$ cat config.mk
export PLATFORM = sky130hd
export DESIGN_NAME = pl_interlock_top
export DESIGN_NICKNAME = d
export VERILOG_FILES = /design/src/rtl/pl_pkg.sv /design/src/rtl/pl_alu.sv /design/src/rtl/pl_regfile.sv /design/src/rtl/pl_hazard.sv /design/src/rtl/pl_interlock_top.sv
export SDC_FILE = /design/constraint.sdc
export NUM_CORES = 1
export LEC_CHECK = 0
export ABC_AREA = 1
export ABC_CLOCK_PERIOD_IN_PS = 2200
export BUFFER_PORTS_ARGS = -buffer_cell sky130_fd_sc_hd__buf_4
export CAP_MARGIN = 20
export CORE_MARGIN = 4
export CORE_UTILIZATION = 44
export DETAILED_ROUTE_END_ITERATION = 10
export GPL_TIMING_DRIVEN = 0
export PLACE_DENSITY = 0.73
export SETUP_SLACK_MARGIN = 0.5
export SLEW_MARGIN = 10
export SYNTH_ARGS = -nofsm -noshare
export SYNTH_HDL_FRONTEND = slang
export SYNTH_SLANG_ARGS = --single-unit
$ cat constraint.sdc
create_clock -name clk -period 2.2 [get_ports clk]
set_input_delay 0 -clock clk [delete_from_list [all_inputs] [get_ports clk]]
set_output_delay 0 -clock clk [all_outputs]
set_load 0.03 [all_outputs]
$ cat src/rtl/pl_pkg.sv
package pl_pkg;
    typedef enum logic [1:0] {
        OP_ADD = 2'd0,
        OP_SUB = 2'd1,
        OP_AND = 2'd2,
        OP_XOR = 2'd3
    } alu_op_e;
endpackage

$ cat src/rtl/pl_alu.sv
module pl_alu
    import pl_pkg::*;
#(
    parameter int DW = 16
) (
    input  alu_op_e       op,
    input  logic [DW-1:0] a,
    input  logic [DW-1:0] b,
    output logic [DW-1:0] y
);
    always_comb begin
        case (op)
            OP_ADD:  y = a + b;
            OP_SUB:  y = a - b;
            OP_AND:  y = a & b;
            default: y = a ^ b;
        endcase
    end
endmodule

$ cat src/rtl/pl_regfile.sv
module pl_regfile #(
    parameter  int DW   = 16,
    parameter  int NREG = 8,
    localparam int RAW  = $clog2(NREG)
) (
    input  logic                 clk,
    input  logic                 rst_n,
    input  logic                 we,
    input  logic [RAW-1:0]       waddr,
    input  logic [DW-1:0]        wdata,
    input  logic [RAW-1:0]       raddr_a,
    input  logic [RAW-1:0]       raddr_b,
    output logic [DW-1:0]        rdata_a,
    output logic [DW-1:0]        rdata_b,
    output logic [NREG*DW-1:0]   flat
);
    logic [DW-1:0] mem_q [NREG];
    logic [DW-1:0] mem_d [NREG];

    always_comb begin
        for (int i = 0; i < NREG; i++) mem_d[i] = mem_q[i];
        if (we && (waddr != '0)) mem_d[waddr] = wdata;
    end

    always_ff @(posedge clk) begin
        if (!rst_n) begin
            for (int i = 0; i < NREG; i++)
                mem_q[i] <= (i == 0) ? '0 : DW'(3 * i + 1);
        end else begin
            for (int i = 0; i < NREG; i++) mem_q[i] <= mem_d[i];
        end
    end

    assign rdata_a = (raddr_a == '0) ? '0 : mem_q[raddr_a];
    assign rdata_b = (raddr_b == '0) ? '0 : mem_q[raddr_b];

    for (genvar g = 0; g < NREG; g++) begin : g_flat
        assign flat[g*DW +: DW] = mem_q[g];
    end
endmodule

$ cat src/rtl/pl_hazard.sv
module pl_hazard #(
    parameter int RAW  = 3,
    parameter int NSTG = 2
) (
    input  logic                      src_valid,
    input  logic [RAW-1:0]            src_a,
    input  logic [RAW-1:0]            src_b,
    input  logic [NSTG-1:0]           dst_valid,
    input  logic [NSTG-1:0][RAW-1:0]  dst,
    output logic                      hit
);
    logic [NSTG-1:0] match;

    for (genvar k = 0; k < NSTG; k++) begin : g_cmp
        assign match[k] = dst_valid[k] && (dst[k] != '0) &&
                          ((dst[k] == src_a) || (dst[k] == src_b));
    end

    assign hit = src_valid && (|match);
endmodule

$ cat src/rtl/pl_interlock_top.sv
module pl_interlock_top
    import pl_pkg::*;
#(
    parameter  int DW   = 16,
    parameter  int NREG = 8,
    parameter  int PCW  = 6,
    localparam int RAW  = $clog2(NREG),
    localparam int IW   = 3 + 3 * RAW
) (
    input  logic                 clk,
    input  logic                 rst_n,
    output logic [PCW-1:0]       imem_addr,
    input  logic [IW-1:0]        imem_data,
    output logic [NREG*DW-1:0]   rf_flat,
    output logic                 stall,
    output logic                 retire
);
    localparam int NSTG = 2;

    typedef struct packed {
        logic           valid;
        alu_op_e        op;
        logic [RAW-1:0] rd;
        logic [RAW-1:0] rs;
        logic [RAW-1:0] rt;
    } dec_t;

    typedef struct packed {
        logic           valid;
        alu_op_e        op;
        logic [RAW-1:0] rd;
        logic [DW-1:0]  a;
        logic [DW-1:0]  b;
    } opr_t;

    typedef struct packed {
        logic           valid;
        logic [RAW-1:0] rd;
        logic [DW-1:0]  res;
    } res_t;

    typedef struct packed {
        logic [PCW-1:0] pc;
        dec_t           fd;
        dec_t           od;
        opr_t           ex;
        res_t           wb;
    } pipe_t;

    pipe_t pipe_q, pipe_d;

    logic [DW-1:0]              rd_a, rd_b, alu_y;
    logic                       hz_hit;
    logic [NSTG-1:0]            dst_valid_w;
    logic [NSTG-1:0][RAW-1:0]   dst_w;

    logic                       fd_valid_w;
    logic [RAW-1:0]             fd_rs_w, fd_rt_w;
    logic                       od_valid_w;

    assign dst_valid_w = {pipe_q.ex.valid, pipe_q.od.valid};
    assign dst_w       = {pipe_q.ex.rd, pipe_q.od.rd};

    pl_hazard #(.RAW(RAW), .NSTG(NSTG)) u_hazard (
        .src_valid (pipe_q.fd.valid),
        .src_a     (pipe_q.fd.rs),
        .src_b     (pipe_q.fd.rt),
        .dst_valid (dst_valid_w),
        .dst       (dst_w),
        .hit       (hz_hit)
    );

    pl_regfile #(.DW(DW), .NREG(NREG)) u_rf (
        .clk     (clk),
        .rst_n   (rst_n),
        .we      (pipe_q.wb.valid),
        .waddr   (pipe_q.wb.rd),
        .wdata   (pipe_q.wb.res),
        .raddr_a (pipe_q.od.rs),
        .raddr_b (pipe_q.od.rt),
        .rdata_a (rd_a),
        .rdata_b (rd_b),
        .flat    (rf_flat)
    );

    pl_alu #(.DW(DW)) u_alu (
        .op (pipe_q.ex.op),
        .a  (pipe_q.ex.a),
        .b  (pipe_q.ex.b),
        .y  (alu_y)
    );

    always_comb begin
        pipe_d = pipe_q;
        // fetch and decode advance only when the decoded word has no pending producer
        if (!hz_hit) begin
            pipe_d.pc = pipe_q.pc + PCW'(1);
            pipe_d.fd = dec_t'(imem_data);
            pipe_d.od = pipe_q.fd;
        end else begin
            pipe_d.od = '0;
        end
        // operand fetch: register file read after any earlier write-back
        pipe_d.ex.valid = pipe_q.od.valid;
        pipe_d.ex.op    = pipe_q.od.op;
        pipe_d.ex.rd    = pipe_q.od.rd;
        pipe_d.ex.a     = rd_a;
        pipe_d.ex.b     = rd_b;
        // execute
        pipe_d.wb.valid = pipe_q.ex.valid;
        pipe_d.wb.rd    = pipe_q.ex.rd;
        pipe_d.wb.res   = alu_y;
    end

    always_ff @(posedge clk) begin
        if (!rst_n) pipe_q <= '0;
        else        pipe_q <= pipe_d;
    end

    assign imem_addr  = pipe_q.pc;
    assign stall      = hz_hit;
    assign retire     = pipe_q.wb.valid;

    assign fd_valid_w = pipe_q.fd.valid;
    assign fd_rs_w    = pipe_q.fd.rs;
    assign fd_rt_w    = pipe_q.fd.rt;
    assign od_valid_w = pipe_q.od.valid;
endmodule

## Yosys cells after proc, flatten, opt, wreduce, memory -nomap -nowiden

Memory sizes are Yosys's and may differ from the RTL's. A register that Yosys moved wholly into a read port is not among the register bits.
Cells that the tools add are included.

- Add/sub/neg operators: 3
- $lt $le $gt $ge: 2
- Eq/ne operators: 6
- Mux-type cells: 15
- Bitwise logic cells: 12
- Reduce and logical (&&, ||, !) cells: 19

Operator list:

| cell | count |
|---|---|
| $mux 16 | 9 |
| $bwmux 128 | 1 |
| $mux 128 | 1 |
| $demux 16 s3 | 1 |
| $pmux 16 s3 | 1 |
| $add 16x16->16 | 1 |
| $and 16x16->16 | 1 |
| $sub 16x16->16 | 1 |
| $xor 16x16->16 | 1 |
| $eq 3x3->1 | 4 |
| $reduce_bool 3->1 | 3 |
| $or 1x1->1 | 8 |
| $reduce_or 2->1 | 4 |
| $logic_and 1x1->1 | 7 |
| $add 6x1->6 const B | 1 |
| $logic_not 3->1 | 2 |
| $ge 4x4->1 const B | 1 |
| $lt 4x1->1 const B | 1 |
| $not 3->4 | 1 |
| $eq 2x1->1 const B | 1 |
| $eq 2x2->1 const B | 1 |
| $logic_not 2->1 | 1 |
| $logic_or 1x1->1 | 2 |
| $mux 1 | 2 |
| $not 1->1 | 1 |

- Flip-flop bits (word level): 56
- Bits in writable memories: 128
- Bits of input ports: 14
- Output and inout port bits: 136
- Word-level logic and storage cells: 75
- Memories kept: 1

Memory list:

| memory | depth | width | rd ports | clocked after memory_dff | write ports | line | text |
|---|---|---|---|---|---|---|---|
| u_rf.mem_q | 8 | 16 | 10 | 2 | 8 | pl_regfile.sv:17 | `logic [DW-1:0] mem_q [NREG];` |

## Longest topological paths before layout

Gate-level depths: netlist (run 1).

- Word-level depth: 8
- Gate-level depth with buffers: 19
- Depth with buffers taken out: 19

## By module

A second synthesis (run 1) with hierarchy kept.

- Cells, all modules: 1853
- Area, all modules: 11798.8 um2

By module, submodules not included:

| module | instances | cells an instance | area each (um2) | sequential area each (um2) |
|---|---|---|---|---|
| pl_regfile | 1 | 1187 | 7144.4 | 2562.5 |
| pl_interlock_top | 1 | 306 | 2688.8 | 1761.7 |
| pl_alu | 1 | 300 | 1720.4 | 0.0 |
| pl_hazard | 1 | 60 | 245.2 | 0.0 |

## Worst setup path after synthesis (run 1)

Ideal clock, no wire load.

- Path type: register -> register
- From: reg pipe_q[56] (netlist bit)
- To: reg pipe_q[7] (netlist bit)
- Setup time: 133 ps
- Data arrival time: 2260 ps
- Data required time: 2067 ps
- Setup slack: -192 ps
- Cell stages (with the launch flop): 16
- Path buffers: 1
- Period minus slack after synthesis: 2392 ps
- Path through: dfxtp_1 -> inv_1 -> nand2_1 -> buf_2 -> inv_1 -> a31oi_1 -> xor2_1 -> inv_1 -> ha_1 -> nand2_1 -> nand2_1 -> a21oi_1 -> nand2_1 -> or2_2 -> nand3_1 -> a31oi_1

- Word-level cells in the longest chain between the ends: 2
- Elaborated cells on any way between the ends: 4
- Those cells by class: eq/ne: 2; mux: 1; reduce/logical: 1

Ends and longest elaborated chain:

| what | line | text |
|---|---|---|
| from (decl) | pl_interlock_top.sv:50 | `pipe_t pipe_q, pipe_d;` |
| from (signal assigned) | pl_interlock_top.sv:117 | `else pipe_q <= pipe_d;` |
| $eq 2x2->1, or another cell as far along | pl_alu.sv:12 | `case (op)` |
| $pmux 16 s3 (*) | pl_alu.sv:12 |  |

Every way passes the cells marked *; elsewhere a longest branch is shown, timed or not.
A chain may end at the register's enable or synchronous reset.

## Worst setup path in the final report (run 1)

- From: reg pipe_q[21] (netlist name)
- To: reg pipe_q[14] (netlist bit)

- Word-level cells in the longest chain between the ends: 2
- Elaborated cells on any way between the ends: 3
- Those cells by class: add/sub: 2; mux: 1

Ends and longest elaborated chain:

| what | line |
|---|---|
| $sub 16x16->16 or $add 16x16->16 (tied branches) | pl_alu.sv:14, pl_alu.sv:13 |
| $pmux 16 s3 (*) | pl_alu.sv:12 |

Marks and branches as above.

==> qor.yml, run 1 <==
synthesis:
  synth_area_leaders: "dfxtp_1 (40%), o21ai_0 (13%), nor2_1 (6.8%)"
  synth_simple_gate_area_share_pct: 17.8
  syn_inst: 1504
  yosys.area_share.xor_xnor_pct: 2.45
  synth_cell_type_count: 34
  synth_top_family_by_area: "compound AO/OA/AOI/OAI gates"
  ys_warn_count: 0
  synth_compound_area_share_pct: 25.7
  ys_ff_latch: 216
  synth_fa_ha_area_share_pct: 4.03
  yosysSeqAreaShare_pct: 40.3
  netlist_area_um2: 10700
  netlist.area_leader.share_pct: 40.3
  muxShareOfSynthArea_pct: 0
  synth_fp_nets: 1552
  synth_top_cell_by_area: "dfxtp_1"
  avgSynthCellArea_um2: 7.14
global_routing:
  grt_antenna_before_repair: 0
  grt_pass1_wl_um: 62800
  grtUsageTotal_pct: 30.1
  grt_pass1_vias: 11200
  grt-ovfl-total: 0
  grt_max_degree: 15
finish:
  final_common_cell: "o21ai_0"
  final_nets: 1783
  fin_area_um2: 14300
  drive_gt1_share_pct: 26.0
  layout-area-overhead-vs-synth_pct: 33.1
  n_antenna_cell: 0
  layout_common_cells: "o21ai_0 (245), dfxtp_1 (199), buf_4 (193), nor2_1 (179), nand2_1 (149)"
die:
  start_util_pct: 45.2
  die_x_um: 164
  die_area_um2: 27000
  core_um2: 23800
  fp-row-count: 56
  fp.dieH_um: 164
  io_pins: 150
min_path:
  hold_path_end: "pipe_q[50]$_SDFF_PP0_"
  min_path_type: "in2reg"
  min_path_cells: 5
  min-delay-start: "rst_n"
timing:
  fin_ws_ps: -404
  setup_tns_ps: -2860
  period_needed_ps: 2600
  skew_ps: 14.5
  slew_violations: 0
  grt_setup_unrepaired: "yes"
  hold_viol: 0
  setup_viol: 12
  relSlewSlack_pct: 43.8
  period_share_pct: 118
  worst_pin_slew_ps: 843
  fmax_mhz: 384
  holdWs_ps: 43.9
drt:
  viasPerCell: 5.65
  dr_wl_met2_um: 19200
  drc: 0
  drt_wl_total_um: 41800
  wl_per_cell_um: 20.2
  drtIter0Drc: 1472
  via_count: 11700
  routedLengthMet1_um: 16900
  top_layer_used: "met4"
  antenna_left: 0
  wl_met3_um: 3940
  firstDrtPassIters: 6
clock_network:
  cts_tree: "done"
  clkSlewWorstSetupHoldPaths_ps: 60
  ctsHtreeMaxLevel: 1
  numCtsBuffers: 23
  ctsRootBufferMaster: "clkbuf_16"
  cts.sinks: 216
  clkLatencyLatePin_ps: 520
  clockBufferDepth: 3
placement:
  preCtsSetupSlack_ps: -457
  io_buffers: 149
  gp_congestion: 0.973
  dp_hpwl_um: 31300
  place_area_um2: 12400
pwr:
  cellLeakagePower_nw: 6.26
  irDropWorstVdd_mv: 0.624
  p_total_mw: 9.73
  power_density_nw_per_um2: 681
critical_path:
  crit_type: "reg2reg"
  r2r-end: "pipe_q[14]$_SDFF_PN0_"
  arrival_ps: 3050
  reg2reg_slack_ps: -400
  reg2reg_from: "pipe_q[21]$_SDFF_PP0_"
  cp.required_ps: 2640
  reg2reg_depth: 16
  worst_setup_path_end_kind: "flop"
  crit_fanout: 3
  startpoint_type: "flop"
run:
  drv_cap: 0
outcome:
  violations: "setup timing"
  status: "complete, but fails checks"
state kept, by name (all words and copies together), names as in the netlist:
register and flops:
od_valid_w 1, fd_rt_w 3, fd_valid_w 1, pipe_q 64, retire 1, dst_valid_w 1
dst_w 6, u_rf.mem_q 128, fd_rs_w 3, imem_addr 6, pipe_d 2
critical path: stages, from the launching register on:
cell and delay (ps):
dfxtp_2 330, inv_4 70, buf_4 100, buf_4 110, nand3_4 100, o31ai_4 310
o21ai_1 120, xor2_1 160, ha_1 360, buf_6 140, nand2_1 70, o21ai_0 90
a21oi_1 160, nand2_1 80, nand2_1 80, nand3_2 70, a21oi_1 160
cells by family (layout without fill, tap and decap cells):
family | count (synthesis) | in the layout
DFF | 216 | 216
buffers and inverters | 257 | 503
AOI/OAI and AO/OA | 513 | 513
xor gates and xnor gates | 30 | 30
adders and majority gates | 34 | 34
and+or+nand+nor | 454 | 454
routing by layer:
metal  GRT usage [%]  vias to the layer above
li1                -                     5477
met1            39.7                     5475
met2            48.7                      627
met3            5.67                      120
met4            11.5                        0
met5               0                        -
layout make-up:
| type | count | area (um^2) |
|---|---|---|
| clock buffer | 31 | 626 |
| multi-input combinational | 1031 | 6010 |
| sequential | 216 | 4370 |
| fill | 2124 | 9470 |
| tap | 319 | 399 |
| buffer | 99 | 566 |
| clock inverter | 9 | 67.6 |
| timing repair buffer | 206 | 1640 |
| inverter | 158 | 617 |
report_power, final:
group	leakage [nW]	switching (mW)	total, mW	internal (mW)
sequential	1.76	0.253	4.27	4.02
combinational	4.17	1.06	1.82	0.757
clock	0.332	1.62	3.63	2.01
total	6.26	2.94	9.73	6.79
how the worst max path moves through the flow:
stage | slack [ps] | start | end
3_3_place_gp | -390 | pipe_q[27]$_SDFF_PP0_ | pipe_q[15]$_SDFF_PN0_
2_1_floorplan | 30 | pipe_q[21]$_SDFF_PP0_ | pipe_q[15]$_SDFF_PN0_
6_report | -400 | pipe_q[21]$_SDFF_PP0_ | pipe_q[14]$_SDFF_PN0_
5_1_grt | -580 | pipe_q[21]$_SDFF_PP0_ | pipe_q[14]$_SDFF_PN0_
4_1_cts | -320 | pipe_q[21]$_SDFF_PP0_ | pipe_q[15]$_SDFF_PN0_
3_5_place_dp | -460 | pipe_q[22]$_SDFF_PP0_ | pipe_q[15]$_SDFF_PN0_
stage by stage:
stage / util [%] / instances
floorplan: - / 1504
global placement: 52.2 / 1972
detailed placement: 52.2 / 1972
CTS: 58.3 / 2055
global route: 60.1 / 2069
finish: 60.1 / 2069
Yosys cell counts:
cell	instances
buf_1	7
nand2_1	183
buf_8	1
o21ai_1	6
inv_2	2
a211oi_1	1
inv_1	156
buf_12	1
o21a_1	3
buf_2	18
buf_4	9
o21ai_0	277
nand4_1	3
nand2_4	3
xor2_1	10
or2_2	4
a31oi_1	39
ha_1	33
fa_1	1
nand3_2	2
a21oi_1	140
nand3_1	47
a22o_1	8
o211ai_1	37
clkbuf_1	63
or3_1	2
nand3b_1	3
nor2_1	194
xnor2_1	20
o31ai_1	2
dfxtp_1	216
nor3_1	2
nor2_2	1
nor2_4	10
timing repair:
item,CTS,global route
endpoints found under the setup margin,103,133
pin swaps,49,47
hold buffers,12,0
setup buffers,31,13
gates cloned,0,1
gates resized for setup,142,131
hold endpoints to repair,12,0
Power figures use the tool's default switching activity.
==> inputs of run 2 (changes only) <==
--- a/config.mk
+++ b/config.mk
@@ -19,3 +19,4 @@
 export SYNTH_ARGS = -nofsm -noshare
 export SYNTH_HDL_FRONTEND = slang
 export SYNTH_SLANG_ARGS = --single-unit
+export TNS_END_PERCENT = 50
==> run 2 against run 1 <==
  * The run still ends with setup timing left
  * Total power up 2.6%
  * Clock skew down 3.6 ps
  * Global-route usage is 0.14 points lower
  * Via count shrank 1.1%
  * Critical path type unchanged
  * Critical endpoint is now pipe_q[15]$_SDFF_PN0_
  * Largest cell class unchanged
  * Largest power group unchanged
  * Highest routed layer unchanged
==> qor.yml, run 2 (synthesis gave the netlist of run 1 again) <==
clock_network:
  numCtsBuffers: 24  # +4.3%
  cts.sinks: 216  # unchanged
  ctsRootBufferMaster: "clkbuf_16"
  clkSlewWorstSetupHoldPaths_ps: 70  # about the same
  clkLatencyLatePin_ps: 530  # about the same
  cts_tree: "done"
  ctsHtreeMaxLevel: 1  # unchanged
  clockBufferDepth: 3  # unchanged
critical_path:
  cp.required_ps: 2650  # about the same
  worst_setup_path_end_kind: "flop"
  reg2reg_depth: 17  # +1
  crit_type: "reg2reg"
  arrival_ps: 3010  # -40 ps
  crit_fanout: 6  # +3
  reg2reg_from: "pipe_q[20]$_SDFF_PP0_"
  r2r-end: "pipe_q[15]$_SDFF_PN0_"
  startpoint_type: "flop"
  cp-startpoint: "pipe_q[20]$_SDFF_PP0_"
  reg2reg_slack_ps: -360  # +40 ps
run:
  drv_cap: 0  # unchanged
placement:
  dp_hpwl_um: 31300  # +0.10%
  gp_congestion: 0.944  # -3.0%
  preCtsSetupSlack_ps: -452  # +5.46 ps
  io_buffers: 149  # unchanged
  place_inst: 1972  # unchanged
drt:
  wl_per_cell_um: 20.4  # +0.99%
  drt_wl_total_um: 41900  # +0.21%
  dr_wl_met2_um: 19400  # +1.1%
  drc: 0  # unchanged
  via_count: 11600  # -1.1%
  firstDrtPassIters: 6  # unchanged
  routedLengthMet1_um: 17200  # +2.2%
  top_layer_used: "met4"
  antenna_left: 0  # unchanged
  wl_met3_um: 3590  # -9.0%
  viasPerCell: 5.64  # -0.34%
  drtIter0Drc: 1306  # -11%
global_routing:
  grtUsageTotal_pct: 29.9  # -0.14 points
  grt_antenna_before_repair: 0  # unchanged
  grt_pass1_vias: 10900  # -3.1%
  grt_pass1_wl_um: 62400  # -0.71%
  grt-ovfl-total: 0  # unchanged
  grt_max_degree: 14  # -1
die:
  fp.dieH_um: 164  # unchanged
  die_area_um2: 27000  # unchanged
  start_util_pct: 45.2  # unchanged
  core_um2: 23800  # unchanged
  die_x_um: 164  # unchanged
  fp-row-count: 56  # unchanged
  io_pins: 150  # unchanged
finish:
  drive_gt1_share_pct: 24.7  # -1.3 points
  layout_common_cells: "o21ai_0 (254), dfxtp_1 (196), buf_4 (182), nor2_1 (181), nand2_1 (154)"
  multiInputGateArea_um2: 5920  # -1.5%
  final_common_cell: "o21ai_0"
  layout-area-overhead-vs-synth_pct: 31.3
  n_antenna_cell: 0  # unchanged
  fin_cells: 2053  # -0.77%
  largest_reg_flops: 128  # unchanged
  final-seq-area_um2: 4370  # +0.14%
  fill_cells: 2176  # +2.4%
  final_nets: 1765  # -1.0%
  largest_register: "u_rf.mem_q"
  top_regs: "u_rf.mem_q x128, pipe_q x64"
timing:
  period_needed_ps: 2560  # -41.0 ps
  skew_ps: 11.0  # -3.56 ps
  period_share_pct: 117  # -1.9 points
  hold_viol: 0  # unchanged
  setup_viol: 11  # -1
  fmax_mhz: 390  # +1.6%
  relSlewSlack_pct: 43.9  # +0.079 points
  slew_violations: 0  # unchanged
  grt_setup_unrepaired: "yes"
  worst_pin_slew_ps: 842  # -1.18 ps
  fin_ws_ps: -363  # +41.0 ps
pwr:
  cellLeakagePower_nw: 6.19  # -1.2%
  irDropWorstVdd_mv: 0.513  # -18%
  seqPwrFrac_pct: 42.9  # -1.0 points
  p_comb_share_pct: 16.6  # -2.1 points
  swShare_pct: 29.2  # -1.0 points
  p_clk_share_pct: 40.6  # +3.2 points
  internal_power_mw: 7.06  # +4.1%
  power_density_nw_per_um2: 708  # +4.0%
  p_sw_mw: 2.92  # -0.79%
  p_total_mw: 9.98  # +2.6%
outcome:
  violations: "setup timing"
  status: "complete, but fails checks"
min_path:
  min-delay-start: "rst_n"
  hold_path_end: "pipe_q[50]$_SDFF_PP0_"
  min_path_type: "in2reg"
  min_path_cells: 5  # unchanged
[run 2: layout make-up]
class / count / area share, %
Sequential cell: 216 / 31.0
Clock buffer: 36 / 5.16
Timing Repair Buffer: 187 / 10.3
Buffer: 99 / 3.92
Tap cell: 319 / 2.83
Inverter: 158 / 4.32
Multi-Input combinational cell: 1031 / 42.0
Clock inverter: 7 / 0.480
[run 2: worst max path at each step]
stage | to | slack [ps]
finish | pipe_q[15]$_SDFF_PN0_ | -360
global route | pipe_q[15]$_SDFF_PN0_ | -500
CTS | pipe_q[15]$_SDFF_PN0_ | -270
detailed placement | pipe_q[15]$_SDFF_PN0_ | -450
global placement | pipe_q[15]$_SDFF_PN0_ | -400
floorplan | pipe_q[15]$_SDFF_PN0_ | 30
[run 2: power groups by stage]
stage | sequential (mW) | clock, mW | combinational, mW
2_1_floorplan | 4.22 | 0 | 0.963
3_3_place_gp | 4.35 | 0 | 1.28
3_5_place_dp | 4.35 | 0 | 1.30
4_1_cts | 4.26 | 4.06 | 1.53
5_1_grt | 4.27 | 4.22 | 1.80
6_report | 4.28 | 4.05 | 1.65
[run 2: repair_timing]
action | in CTS | in global routing
buffers inserted | 21 | 5
endpoints found under the setup margin | 103 | 122
hold endpoints to repair | 12 | 0
gates resized for setup | 122 | 100
pin swaps | 45 | 20
hold buffers | 12 | 0
[run 2: layer usage]
layer  GRT usage (%)  vias to the layer above
met5               0                        -
met4            10.0                        0
met2            49.3                      607
li1                -                     5451
met3            5.14                      103
met1            39.8                     5408
[run 2: worst max-delay path, cell delays in order (launching register included)]
cell and delay (ps):
dfxtp_2 320, inv_2 70, ha_4 130, nand4_1 160, nor2_2 180, nand3_2 120, o21ai_2 170, xnor2_1 120
inv_1 90, ha_4 310, nand2_2 110, nor2_2 160, nand2_2 80, nand2_2 70, a21oi_2 40, nand3_1 100
nand3_2 90, a21oi_2 170
[run 2: stage by stage]
step	instance area [um^2]	hold WS, ps	utilization (%)	setup TNS [ps]
after detailed placement	12400	228	52.2	-2790
after global routing	14100	74.9	59.3	-3960
after floorplan	10900	121	-	0
final	14100	41.3	59.3	-2370
after global placement	12400	214	52.2	-2490
after CTS	13800	0.664	58.2	-1650
